**config.mk**
```make
export PLATFORM = sky130hd
export DESIGN_NAME = axle_track_fsm
export DESIGN_NICKNAME = d
export VERILOG_FILES = /design/src/rtl/axc_pkg.sv /design/src/rtl/axc_step_decode.sv /design/src/rtl/axc_state_track.sv /design/src/rtl/axc_counter_pair.sv /design/src/rtl/axle_track_fsm.sv
export SDC_FILE = /design/constraint.sdc
export NUM_CORES = 1
export LEC_CHECK = 0
export BUFFER_PORTS_ARGS = -buffer_cell sky130_fd_sc_hd__buf_2
export CAP_MARGIN = 10
export CORE_MARGIN = 1
export CORE_UTILIZATION = 45
export CTS_CLUSTER_DIAMETER = 40
export CTS_CLUSTER_SIZE = 30
export DETAILED_ROUTE_END_ITERATION = 6
export HOLD_SLACK_MARGIN = 0.05
export PLACE_DENSITY = 0.69
export RECOVER_POWER = 50
export SLEW_MARGIN = 30
export SYNTH_ARGS = -nofsm -noshare
export SYNTH_HDL_FRONTEND = slang
export SYNTH_SLANG_ARGS = --single-unit
```
**constraint.sdc**
```tcl
create_clock -name clk -period 6.7 [get_ports clk]
set_input_delay 0.67 -clock clk [delete_from_list [all_inputs] [get_ports clk]]
set_output_delay 0.67 -clock clk [all_outputs]
set_load 0.01 [all_outputs]
```
**src/rtl/axc_pkg.sv**
```systemverilog
package axc_pkg;
  typedef enum logic [1:0] {
    ST_IDLE = 2'd0,
    ST_S1   = 2'd1,
    ST_S2   = 2'd2,
    ST_BOTH = 2'd3
  } axc_state_e;

  localparam int NCNT = 5;
  localparam int IX_L = 0;
  localparam int IX_R = 1;
  localparam int IX_G = 2;
  localparam int IX_X = 3;
  localparam int IX_A = 4;
endpackage

```
**src/rtl/axc_step_decode.sv**
```systemverilog
module axc_step_decode
  import axc_pkg::*;
(
  input  axc_state_e             cur_i,
  input  axc_state_e             nxt_i,
  input  logic                   from_both_i,
  output logic [NCNT-1:0]        inc_o
);
  always_comb begin
    inc_o = '0;
    unique case ({cur_i, nxt_i})
      {ST_IDLE, ST_S1}:   inc_o[IX_R] = 1'b1;
      {ST_IDLE, ST_S2}:   inc_o[IX_L] = 1'b1;
      {ST_IDLE, ST_BOTH}: inc_o[IX_G] = 1'b1;
      {ST_S1,   ST_IDLE}: begin
        inc_o[IX_L] = 1'b1;
        inc_o[IX_A] = from_both_i;
      end
      {ST_S1,   ST_S2}:   inc_o[IX_X] = 1'b1;
      {ST_S1,   ST_BOTH}: inc_o[IX_R] = 1'b1;
      {ST_S2,   ST_IDLE}: begin
        inc_o[IX_R] = 1'b1;
        inc_o[IX_A] = from_both_i;
      end
      {ST_S2,   ST_S1}:   inc_o[IX_X] = 1'b1;
      {ST_S2,   ST_BOTH}: inc_o[IX_L] = 1'b1;
      {ST_BOTH, ST_IDLE}: inc_o[IX_G] = 1'b1;
      {ST_BOTH, ST_S1}:   inc_o[IX_L] = 1'b1;
      {ST_BOTH, ST_S2}:   inc_o[IX_R] = 1'b1;
      default:            inc_o = '0;
    endcase
  end
endmodule

```
**src/rtl/axc_state_track.sv**
```systemverilog
module axc_state_track
  import axc_pkg::*;
(
  input  logic       clk,
  input  logic       rst,
  input  logic       sens1_i,
  input  logic       sens2_i,
  output axc_state_e state_o,
  output axc_state_e nxt_o,
  output logic       from_both_o,
  output logic       tmo_o
);
  axc_state_e state_q;
  logic       sub_q;
  logic       tmo_q;

  assign nxt_o = axc_state_e'({sens2_i, sens1_i});

  always_ff @(posedge clk) begin
    if (rst) begin
      state_q <= ST_IDLE;
      sub_q   <= 1'b0;
      tmo_q   <= 1'b0;
    end else begin
      state_q <= nxt_o;
      tmo_q   <= (nxt_o != state_q);
      if (nxt_o != state_q && (nxt_o == ST_S1 || nxt_o == ST_S2))
        sub_q <= (state_q == ST_BOTH);
    end
  end

  assign state_o     = state_q;
  assign from_both_o = sub_q;
  assign tmo_o       = tmo_q;

  // substate moves only when a single-sensor state is entered
  a_r3_sub_entry: assert property (@(posedge clk) disable iff (rst)
    (!rst && !(nxt_o != state_q && (nxt_o == ST_S1 || nxt_o == ST_S2)))
      |=> (sub_q == $past(sub_q)));
endmodule

```
**src/rtl/axc_counter_pair.sv**
```systemverilog
module axc_counter_pair #(
  parameter int CW = 16,
  parameter int GW = 24
) (
  input  logic          clk,
  input  logic          rst,
  input  logic          inc_i,
  input  logic          fold_i,
  output logic [CW-1:0] axle_o,
  output logic [GW-1:0] grp_o
);
  localparam logic [CW-1:0] CMAX = {CW{1'b1}};
  localparam logic [GW-1:0] GMAX = {GW{1'b1}};

  logic [CW-1:0] axle_q;
  logic [GW-1:0] grp_q;
  logic [CW-1:0] bumped;
  logic [GW:0]   sum;

  assign bumped = (axle_q == CMAX) ? axle_q : axle_q + CW'(inc_i);
  assign sum    = {1'b0, grp_q} + (GW+1)'(bumped);

  always_ff @(posedge clk) begin
    if (rst) begin
      axle_q <= '0;
      grp_q  <= '0;
    end else if (fold_i) begin
      axle_q <= '0;
      grp_q  <= sum[GW] ? GMAX : sum[GW-1:0];
    end else begin
      axle_q <= bumped;
    end
  end

  assign axle_o = axle_q;
  assign grp_o  = grp_q;

  // saturated counters never wrap
  a_r10_axle_sat: assert property (@(posedge clk) disable iff (rst)
    (axle_q == CMAX && !fold_i) |=> (axle_q == CMAX));
  a_r10_grp_sat: assert property (@(posedge clk) disable iff (rst)
    (grp_q == GMAX) |=> (grp_q == GMAX));
endmodule

```
**src/rtl/axle_track_fsm.sv**
```systemverilog
module axle_track_fsm
  import axc_pkg::*;
#(
  parameter int CW = 16,
  parameter int GW = 24
) (
  input  logic               clk,
  input  logic               rst,
  input  logic               sens1_i,
  input  logic               sens2_i,
  output logic [1:0]         state_o,
  output logic               from_both_o,
  output logic               tmo_req_o,
  output logic [NCNT*CW-1:0] axle_cnt_o,
  output logic [NCNT*GW-1:0] group_cnt_o
);
  axc_state_e      cur;
  axc_state_e      nxt;
  logic            sub;
  logic            fold;
  logic [NCNT-1:0] inc;

  axc_state_track u_track (
    .clk        (clk),
    .rst        (rst),
    .sens1_i    (sens1_i),
    .sens2_i    (sens2_i),
    .state_o    (cur),
    .nxt_o      (nxt),
    .from_both_o(sub),
    .tmo_o      (tmo_req_o)
  );

  axc_step_decode u_dec (
    .cur_i      (cur),
    .nxt_i      (nxt),
    .from_both_i(sub),
    .inc_o      (inc)
  );

  assign fold = (cur != ST_IDLE) && (nxt == ST_IDLE);

  for (genvar i = 0; i < NCNT; i++) begin : g_cnt
    axc_counter_pair #(.CW(CW), .GW(GW)) u_pair (
      .clk   (clk),
      .rst   (rst),
      .inc_i (inc[i]),
      .fold_i(fold),
      .axle_o(axle_cnt_o[i*CW +: CW]),
      .grp_o (group_cnt_o[i*GW +: GW])
    );
  end

  assign state_o     = cur;
  assign from_both_o = sub;

  // state follows the sampled sensor pair
  a_r2_state_follows: assert property (@(posedge clk) disable iff (rst)
    !rst |=> (state_o == $past({sens2_i, sens1_i})));
  // request pulse exactly after a state change
  a_r11_tmo_pulse: assert property (@(posedge clk) disable iff (rst)
    !rst |=> (tmo_req_o == (state_o != $past(state_o))));
  // no movement, nothing changes
  a_r9_hold: assert property (@(posedge clk) disable iff (rst)
    (!rst && nxt == cur) |=> ($stable(from_both_o) && $stable(axle_cnt_o) && $stable(group_cnt_o)));
  // idle means per-axle counters are empty
  a_r8_idle_empty: assert property (@(posedge clk) disable iff (rst)
    (state_o == 2'd0) |-> (axle_cnt_o == '0));
  // direction, idle/both jump and side jump are exclusive
  a_r4_step_exclusive: assert property (@(posedge clk) disable iff (rst)
    $onehot0({inc[IX_L], inc[IX_R], inc[IX_G], inc[IX_X]}));
  // axle count only on entry to idle
  a_r7_axle_on_idle: assert property (@(posedge clk) disable iff (rst)
    inc[IX_A] |-> (fold && sub));
endmodule

```
==> impl_metrics.toml <==
[synthesis]
ys_ff_latch = 204
synth_flop_cell = "dfxtp_1"
ys_warn_count = 0
syn_avg_cell_area_um2 = 8.31
synth_edf_count = 0
syn_area_um2 = 12500
synth-async-reset-ratio_pct = 0
synthCells = 1503
synth-seq-area-share_pct = 32.7
synth_cell_type_count = 73
syn_nets = 1606

[routing]
ant_nets = 0
wire_per_inst_um = 15.9
drc = 0
dr.first_iter.drc_count = 630
vias = 11594
via_per_inst = 5.52
drt-total-wl_um = 33400
dr.pass1.iters = 5

[critical_path]
crit_arrival_ns = 5.67
cp_max_fo = 77
r2r.worst_path.cells = 16
crit_path_start_kind = "input pin"
worstPathRequired_ns = 6.89
worst_setup_path_end_kind = "flop"
path_class = "input pin to flop"

[run_status]
status = "finished, violations left"
violations = "capacitance limit, slew limit"

[global_routing]
antenna_found_initial = 0
track_usage_pct = 23.1
grt_pass1_wl_um = 54600
first_global_vias = 11031
grt_max_degree = 78
grt_overflow = 0

[cts]
post_cts_resize_count = 0
htreeDepth = 2
cts-buffers-inserted = 37
clock_sinks = 204
insertion_delay_ns = 0.50
cts_hold_buffers = 0
cts_tree = "built"
clk_pin_slew_worst_paths_ns = 0.05
clock-root-buffer = "clkbuf_16"
clock_path_buffers = 3
post-cts-setup-buffer-count = 0

[die]
core_area_um2 = 27100
die_area_um2 = 28400
num_rows = 60
top_level_ports = 208
die_h_um = 169
dieWidth_um = 169
initial_core_util_pct = 46.1

[layout]
drive_gt1_share_pct = 5.73
antenna_cells = 0
finalNetCount = 1804
final_area_um2 = 14800
syn2layout_area_growth_pct = 18.4

[place]
dp_hpwl_um = 24200
gp_congestion = 0.901
placed_cell_area_um2 = 13800
port_buffers = 207

[timing]
skew_ns = 0.0145
fmax_mhz = 183
slew_violations = 131
finalSetupViolations = 0
period_share_pct = 81.7
rsz0062_at_grt = "false"
worstMarginPinSlew_ns = 3.88
final.setup.tns_ns = 0
post-route-min-period_ns = 5.47
slew-limit-headroom_pct = -158
hold_viol_final = 0

[worst_hold_path]
whs_path_depth = 1
hold_path.class = "flop to flop"

[power]
peakVddDrop_mv = 0.168
p_leak_nw = 6.07
power_density_nw_per_um2 = 222

[flow_run]
cap_violations = 2
==> synthesized netlist by cell type, types with 6 or more instances <==
master	n	area (um^2)
nor2b_1	82	513
and2_1	14	87.6
xnor2_1	70	613
or3_1	7	43.8
ha_1	94	1180
nor3b_1	7	52.6
nand4_1	14	87.6
nand2b_1	16	100
mux2i_1	6	60.1
a21oi_1	76	380
a21o_1	39	293
a211oi_1	52	390
a311oi_1	19	166
nand2_1	89	334
o21ai_0	58	290
a31oi_1	19	119
nor2_1	199	747
inv_1	19	71.3
clkbuf_1	46	173
and3_1	40	250
or2_2	9	56.3
o21a_1	17	128
dfxtp_1	204	4080
and4_1	7	61.3
xor2_1	64	561
o21bai_1	10	75.1
o211ai_1	8	60.1
a211oi_2	10	125
nor3_1	54	270
o22ai_1	12	75.1
nand3_1	69	345
==> routing by layer <==
layer	up-vias	track usage [%]	part of all wire, %
met5	-	0	0
met4	0	7.51	2.5
met3	67	4.26	5.0
met2	307	38.0	45
met1	5373	30.5	48
li1	5847	-	-
==> cell type report <==
| type | count | area, um^2 |
|---|---|---|
| well taps | 372 | 465 |
| fillers | 2597 | 12300 |
| repair buffers | 212 | 828 |
| flip-flops and latches | 204 | 4080 |
| multi-input cells | 1227 | 8160 |
| inverters | 19 | 71.3 |
| clock buffers | 47 | 1000 |
| clock inverters | 19 | 183 |
==> kinds of logic (layout without fill, tap and decap cells) <==
group | Yosys count | in the layout | synth area share [%]
compound gates | 361 | 361 | 19.8
xor+xnor | 134 | 134 | 9.39
fa+ha+maj | 99 | 99 | 10.2
buf+inv | 72 | 297 | 2.25
flops | 204 | 204 | 32.7
mux | 8 | 8 | 0.841
simple gates | 625 | 625 | 24.8
==> metrics by stage <==
stage               worst slack [ns]  cells  util [%]  power, W  hold WS (ns)
floorplan                       2.49   1503         -   0.00145         0.493
global placement                1.54   2033      51.1   0.00152         0.467
detailed placement              1.44   2033      51.1   0.00153         0.488
CTS                             1.94   2099      55.5   0.00332         0.500
global route                   0.782   2100      54.6   0.00340         0.523
finish                          1.23   2100      54.6   0.00328         0.499
==> sequential cells by signal, summed over array words and instances (netlist names) <==
register and cells:
g_cnt.u_pair.grp_o 120, u_track.tmo_o 1, u_track.state_o 2, g_cnt.u_pair.axle_o 80
u_track.from_both_o 1
==> where the power goes <==
group	switching, W	internal, W	leakage (nW)
clock	0.000640	0.00114	0.567
sequential	0.0000334	0.00125	1.65
combinational	0.000140	0.0000823	3.85
==> critical path, stage by stage <==
cell	delay, ns
clkbuf_1	1.79
clkbuf_1	2.82
nor3_1	0.24
==> cells in the final DEF, fill, tap and decap left out, types with 8 or more instances in the layout <==
| cell type | count |
|---|---|
| a211oi_1 | 52 |
| a211oi_2 | 10 |
| a21o_1 | 39 |
| a21oi_1 | 76 |
| a311oi_1 | 19 |
| a31oi_1 | 19 |
| and2_1 | 14 |
| and3_1 | 40 |
| clkbuf_1 | 210 |
| clkbuf_16 | 37 |
| dfxtp_1 | 204 |
| ha_1 | 94 |
| inv_1 | 19 |
| nand2_1 | 89 |
| nand2b_1 | 15 |
| nand3_1 | 69 |
| nand4_1 | 14 |
| nor2_1 | 199 |
| nor2b_1 | 82 |
| nor3_1 | 54 |
| o211ai_1 | 8 |
| o21a_1 | 16 |
| o21ai_0 | 58 |
| o21bai_1 | 10 |
| o22ai_1 | 12 |
| or2_2 | 9 |
| xnor2_1 | 70 |
| xor2_1 | 64 |
==> path summary, 6_finish.rpt <==
path / slack, ns / from / end
setup reg to reg: 1.85 / u_track.state_o[1] / g_cnt[2].u_pair.grp_o[9]
hold reg to reg: 0.50 / g_cnt[1].u_pair.grp_o[21] / g_cnt[1].u_pair.grp_o[21]
hold / removal: 0.50 / g_cnt[1].u_pair.grp_o[21] / g_cnt[1].u_pair.grp_o[21]
setup / recovery: 1.23 / rst / g_cnt[3].u_pair.grp_o[16]
Note: power is estimated with default switching activity, not from simulation.
